$ cat config.mk
export PLATFORM = sky130hd
export DESIGN_NAME = serial_id_reader
export DESIGN_NICKNAME = d
export VERILOG_FILES = /design/src/rtl/sidr_pkg.sv /design/src/rtl/sidr_crc8_step.sv /design/src/rtl/serial_id_reader.sv
export SDC_FILE = /design/constraint.sdc
export NUM_CORES = 1
export LEC_CHECK = 0
export BUFFER_PORTS_ARGS = -buffer_cell sky130_fd_sc_hd__buf_2
export CELL_PAD_IN_SITES_DETAIL_PLACEMENT = 1
export CELL_PAD_IN_SITES_GLOBAL_PLACEMENT = 1
export CORE_MARGIN = 3
export CORE_UTILIZATION = 35
export CTS_CLUSTER_SIZE = 30
export DETAILED_ROUTE_END_ITERATION = 8
export PLACE_DENSITY_LB_ADDON = 0.15
export SLEW_MARGIN = 25
export SYNTH_ARGS = -nofsm -noshare
export SYNTH_HDL_FRONTEND = slang
export SYNTH_SLANG_ARGS = --single-unit
$ cat constraint.sdc
create_clock -name clk -period 3.3 [get_ports clk]
set_input_delay 0.165 -clock clk [delete_from_list [all_inputs] [get_ports clk]]
set_output_delay 0.165 -clock clk [all_outputs]
set_load 0.05 [all_outputs]
$ cat src/rtl/sidr_pkg.sv
package sidr_pkg;
    typedef enum logic [1:0] {
        OP_BUS_RESET = 2'd0,
        OP_WRITE     = 2'd1,
        OP_READ      = 2'd2
    } ow_op_e;

    typedef enum logic [1:0] {
        ST_IDLE,
        ST_RESET,
        ST_CMD,
        ST_READ
    } rd_state_e;
endpackage

$ cat src/rtl/sidr_crc8_step.sv
module sidr_crc8_step #(
    parameter logic [7:0] POLY = 8'h8C
) (
    input  logic [7:0] crc_i,
    input  logic [7:0] data_i,
    output logic [7:0] crc_o
);
    logic [8:0][7:0] stage;

    assign stage[0] = crc_i ^ data_i;

    for (genvar b = 0; b < 8; b++) begin : g_bit
        assign stage[b+1] = stage[b][0] ? ((stage[b] >> 1) ^ POLY)
                                        : (stage[b] >> 1);
    end

    assign crc_o = stage[8];
endmodule

$ cat src/rtl/serial_id_reader.sv
module serial_id_reader #(
    parameter int          SER_BYTES = 6,
    parameter logic [7:0]  FAMILY    = 8'h01,
    parameter logic [7:0]  READ_CMD  = 8'h33,
    parameter logic [23:0] PREFIX    = 24'h001A4C
) (
    input  logic                          clk,
    input  logic                          rst_n,
    input  logic                          start_i,
    output logic                          ow_req_o,
    output logic [1:0]                    ow_op_o,
    output logic [7:0]                    ow_wdata_o,
    input  logic                          ow_ack_i,
    input  logic [7:0]                    ow_rdata_i,
    input  logic                          ow_present_i,
    output logic                          done_o,
    output logic                          ok_o,
    output logic                          fail_o,
    output logic [8*(SER_BYTES+2)-1:0]    id_o
);
    import sidr_pkg::*;

    localparam int ID_BYTES  = SER_BYTES + 2;
    localparam int ID_W      = 8 * ID_BYTES;
    localparam int PFX_BYTES = 3;
    localparam int IDX_W     = $clog2(ID_BYTES);
    localparam logic [IDX_W-1:0] LAST_IDX = IDX_W'(ID_BYTES - 1);

    typedef struct packed {
        rd_state_e        st;
        logic [IDX_W-1:0] idx;
        logic [7:0]       crc;
        logic [7:0]       fam;
        logic [ID_W-1:0]  stage;
        logic [ID_W-1:0]  id;
        logic             done;
        logic             ok;
        logic             fail;
    } regs_t;

    regs_t q, d;
    logic [7:0] crc_next;
    logic       good;
    logic [ID_W-1:0] id_good;

    sidr_crc8_step #(.POLY(8'h8C)) u_crc (
        .crc_i  (q.crc),
        .data_i (ow_rdata_i),
        .crc_o  (crc_next)
    );

    always_comb begin
        good    = (q.fam == FAMILY) && (q.crc == ow_rdata_i);
        id_good = q.stage;
        for (int j = 0; j < PFX_BYTES; j++) begin
            id_good[8*j +: 8] = PREFIX[8*(PFX_BYTES-1-j) +: 8];
        end
    end

    always_comb begin
        d      = q;
        d.done = 1'b0;
        d.ok   = 1'b0;
        d.fail = 1'b0;
        unique case (q.st)
            ST_IDLE: begin
                if (start_i) d.st = ST_RESET;
            end
            ST_RESET: begin
                if (ow_ack_i) begin
                    if (ow_present_i) begin
                        d.st = ST_CMD;
                    end else begin
                        d.st   = ST_IDLE;
                        d.done = 1'b1;
                        d.fail = 1'b1;
                        d.id   = '0;
                    end
                end
            end
            ST_CMD: begin
                if (ow_ack_i) begin
                    d.st  = ST_READ;
                    d.idx = '0;
                    d.crc = 8'h00;
                end
            end
            ST_READ: begin
                if (ow_ack_i) begin
                    if (q.idx == LAST_IDX) begin
                        d.st   = ST_IDLE;
                        d.done = 1'b1;
                        d.ok   = good;
                        d.fail = !good;
                        d.id   = good ? id_good : '0;
                    end else begin
                        d.idx = q.idx + 1'b1;
                        d.crc = crc_next;
                        if (q.idx == '0) begin
                            d.fam = ow_rdata_i;
                        end
                        for (int k = 1; k < ID_BYTES - 1; k++) begin
                            if (q.idx == IDX_W'(k))
                                d.stage[8*(ID_BYTES-k) +: 8] = ow_rdata_i;
                        end
                    end
                end
            end
            default: d.st = ST_IDLE;
        endcase
    end

    always_ff @(posedge clk) begin
        if (!rst_n) begin
            q.st    <= ST_IDLE;
            q.idx   <= '0;
            q.crc   <= '0;
            q.fam   <= '0;
            q.stage <= '0;
            q.id    <= '0;
            q.done  <= 1'b0;
            q.ok    <= 1'b0;
            q.fail  <= 1'b0;
        end else begin
            q <= d;
        end
    end

    always_comb begin
        ow_req_o   = (q.st != ST_IDLE);
        ow_op_o    = (q.st == ST_RESET) ? OP_BUS_RESET :
                     (q.st == ST_CMD)   ? OP_WRITE : OP_READ;
        ow_wdata_o = READ_CMD;
        done_o     = q.done;
        ok_o       = q.ok;
        fail_o     = q.fail;
        id_o       = q.id;
    end

    AST_REQ_HOLD: assert property (@(posedge clk) disable iff (!rst_n)
        ow_req_o && !ow_ack_i |=> ow_req_o && $stable(ow_op_o)) else $error("req hold");
    AST_ABSENT_FAILS: assert property (@(posedge clk) disable iff (!rst_n)
        ow_req_o && ow_op_o == OP_BUS_RESET && ow_ack_i && !ow_present_i |=> done_o && fail_o && !ow_req_o) else $error("absent");
    AST_OK_PREFIX: assert property (@(posedge clk) disable iff (!rst_n)
        done_o && ok_o |-> id_o[23:0] == {PREFIX[7:0], PREFIX[15:8], PREFIX[23:16]}) else $error("prefix");
    AST_FAIL_CLEARS: assert property (@(posedge clk) disable iff (!rst_n)
        done_o && fail_o |-> id_o == '0) else $error("fail id");
    AST_ONE_RESULT: assert property (@(posedge clk) disable iff (!rst_n)
        done_o |-> $countones({ok_o, fail_o}) == 1) else $error("result");
    AST_RESULT_NEEDS_DONE: assert property (@(posedge clk) disable iff (!rst_n)
        !done_o |-> !ok_o && !fail_o) else $error("stray flag");
    AST_DONE_SINGLE: assert property (@(posedge clk) disable iff (!rst_n)
        done_o |=> !done_o) else $error("long done");
    AST_ID_HOLD: assert property (@(posedge clk) disable iff (!rst_n)
        !done_o |-> $stable(id_o)) else $error("id moved");
endmodule

==> results by group <==
Outcome
  • Status: complete, no violations

Detailed routing
  • Avg WL per Cell: 15.9 microns
  • Vias: 3629
  • DR DRC count: 0
  • DR iter-0 viols: 139
  • Final WL: 12.0 mm
  • Pre-antenna DRT Iters: 4
  • Via-per-instance ratio: 4.81
  • Post-route ant nets: 0

CTS
  • CTS root buffer: clkbuf_16
  • Post-CTS setup buffers: 0
  • Clk buf depth: 2
  • Clock transition at path regs: 0.07 ns
  • Worst-skew pair later-pin latency: 0.35 ns
  • Clk sinks: 105
  • Hold-fix buffer count after cts: 0
  • CTS HTree Levels: 3
  • Post-CTS Resized: 0
  • TritonCTS Buffers: 9
  • CTS tree: built

Pwr
  • LEAKAGE: 2.18 nW
  • Worst ir drop on vdd: 0.000320 V
  • Power density cells: 514 nW/um^2

Global route
  • Largest net degree at the start of global routing: 92
  • All-Layer GR Usage: 0.151
  • Vias in the first global route: 3755
  • First-pass GRT wire length: 19.4 mm
  • Remaining Overflow, GRT: 0
  • Initial antenna violation count: 0

STA
  • Setup TNS: 0 ns
  • Setup violators final: 0
  • Final period util: 0.669
  • Max-slew violations: 0
  • RSZ-0062 raised after global routing: no
  • Max-slew headroom: 0.504
  • Slew @ Worst Pin: 0.744 ns
  • Clock skew: 0.00866 ns
  • Final Critical Period: 2.21 ns
  • FMAX: 453 MHz
  • Fin. Hold Viols: 0

Floorplan
  • Starting Density: 0.364
  • I/O pin cnt: 91
  • # rows: 43
  • Core Region: 14100 sq um
  • Die area: 16200 sq um
  • Width of the die: 127 microns
  • Die Span Y: 127 microns

Placed design
  • Placed cells: 738
  • Port-buffer cells: 64
  • Routability congestion estimate: 0.769
  • Post-DP HPWL: 8.16 mm

Logic synthesis
  • Asr flop ratio synth: 0
  • Largest family of logic cells by synthesized area: simple AND/OR/NAND/NOR gates
  • Area share of fa/ha/maj cells after synthesis: 0.0267
  • Post-synthesis sequential area ratio: 0.408
  • Synth Warn #: 0
  • Mux cell area share after synthesis: 0.0330
  • Top cell type's share of synthesized area: 0.408
  • Top cells by count, synth: dfxtp_1 (105), nand2_1 (92), buf_4 (73)
  • Netlist cell types: 42
  • XOR/XNOR Fraction of Synth Area: 0.0522
  • Compound-gate portion of the synthesized area: 0.128
  • Synth top area cells: dfxtp_1 (41%), buf_4 (11%), nand3_1 (7.0%), nand2_1 (6.7%), a21boi_1 (5.8%)
  • Mapped Cells: 577
  • Synth Area in Simple Gates: 0.201
  • Main flop type after synthesis: dfxtp_1
  • Synthesized flop and latch total: 105
  • Most common cell in the netlist: dfxtp_1
  • Mean post-synth cell area: 8.94 sq um
  • Dominant cell type by area after synthesis: dfxtp_1
  • Syn Std Cell Area: 5160 sq um
  • Number of flops mapped to enable cells by yosys: 0

Layout
  • ANT cells: 0
  • Nets: 593
  • P&R area growth vs syn: 6.70%
  • Fraction of layout cells with a size suffix above 1: 0.174
  • # fillers: 1650
  • Post-route insts no fill: 754

Critical path
  • Critical path endpoint category: flop
  • Startpoint types: flop
  • CP Data Required Time: 3.53 ns
  • Flop2flop setup slack: 1.09 ns
  • Critical path fanouts, max: 16
  • Setup CP Type: reg -> reg
  • CP arrival: 2.44 ns

Hold path
  • Hold Path Class: in -> reg

Flow run
  • Max Cap Violations: 0
-- metal layers --
| metal | track usage | wire length (microns) |
|---|---|---|
| met3 | 0.0393 | 489 |
| met1 | 0.179 | 5390 |
| met2 | 0.267 | 5900 |
| met4 | 0.0435 | 208 |
| met5 | 0 | 0 |
-- cell type report --
cell class                      count  area (sq um)  share of cell area
Clock buffer                       10           239              0.0434
Inverter                            8          30.0             0.00546
Sequential cell                   105          2100               0.382
Timing Repair Buffer               71           405              0.0737
Multi-Input combinational cell    374          2390               0.434
Tap cell                          180           225              0.0409
Clock inverter                      6           113              0.0205
-- layout by cell type (no fill, tap or decap), types with 3 or more instances in the layout --
cell,n
clkbuf_16,9
a22oi_1,5
buf_4,5
nand4_1,3
mux2i_1,17
xnor2_4,4
and2_1,4
a21boi_0,35
nand3_1,72
xnor2_1,6
ha_1,11
nand2_1,92
conb_1,26
buf_2,64
inv_1,8
o21ai_0,4
nor2b_1,23
a21boi_1,40
dfxtp_1,105
nor2_1,4
bufinv_16,3
xnor2_2,4
-- critical path, cell delays in order, from the launching register on --
cell and delay, ns:
dfxtp_1 0.34, ha_1 0.23, ha_1 0.21, and3b_1 0.24
and2_1 0.49, nand2_1 0.33, nand2_1 0.15, a21boi_0 0.10
-- cells by family after synthesis --
logic type               count (synthesis)
AND/OR/NAND/NOR                        214
buffers and inverters                  122
flip-flops                             105
AO/OA/AOI/OAI                           89
XOR/XNOR                                17
multiplexers                            17
adder cells (fa/ha/maj)                 11
other                                    2
-- metrics by stage --
stage / util / setup WS [ns] / power [W] / instance area (sq um) / hold WS [ns]
finish: 0.389 / 1.09 / 0.00283 / 5500 / 0.184
global route: 0.389 / 0.911 / 0.00295 / 5500 / 0.196
CTS: 0.389 / 1.07 / 0.00287 / 5500 / 0.185
detailed placement: 0.364 / 1.09 / 0.00161 / 5150 / 0.442
global placement: 0.362 / 1.17 / 0.00159 / 5120 / 0.437
floorplan: - / 1.45 / 0.00156 / 5250 / 0.355
-- sequential cells by signal, indices dropped and copies added (netlist names) --
name / cells
done_o: 1
q: 21
id_o: 41
fail_o: 1
id_good: 40
ok_o: 1
-- where the power goes --
group	total, W	switching, W	internal, W
registers	0.00127	0.00000344	0.00127
logic	0.000301	0.000220	0.0000808
clock network	0.00125	0.000488	0.000765
total	0.00283	0.000711	0.00212
-- path summary, 6_finish.rpt --
| check | to | cells after the start | from |
|---|---|---|---|
| worst max-delay path | q[135] | 7 | q[147] |
| worst min-delay path | id_good[40] | 3 | ow_rdata_i[0] |
| worst max register to register | q[135] | 7 | q[147] |
| worst min register to register | id_o[26] | 2 | id_o[26] |
Power figures use the tool's default switching activity.
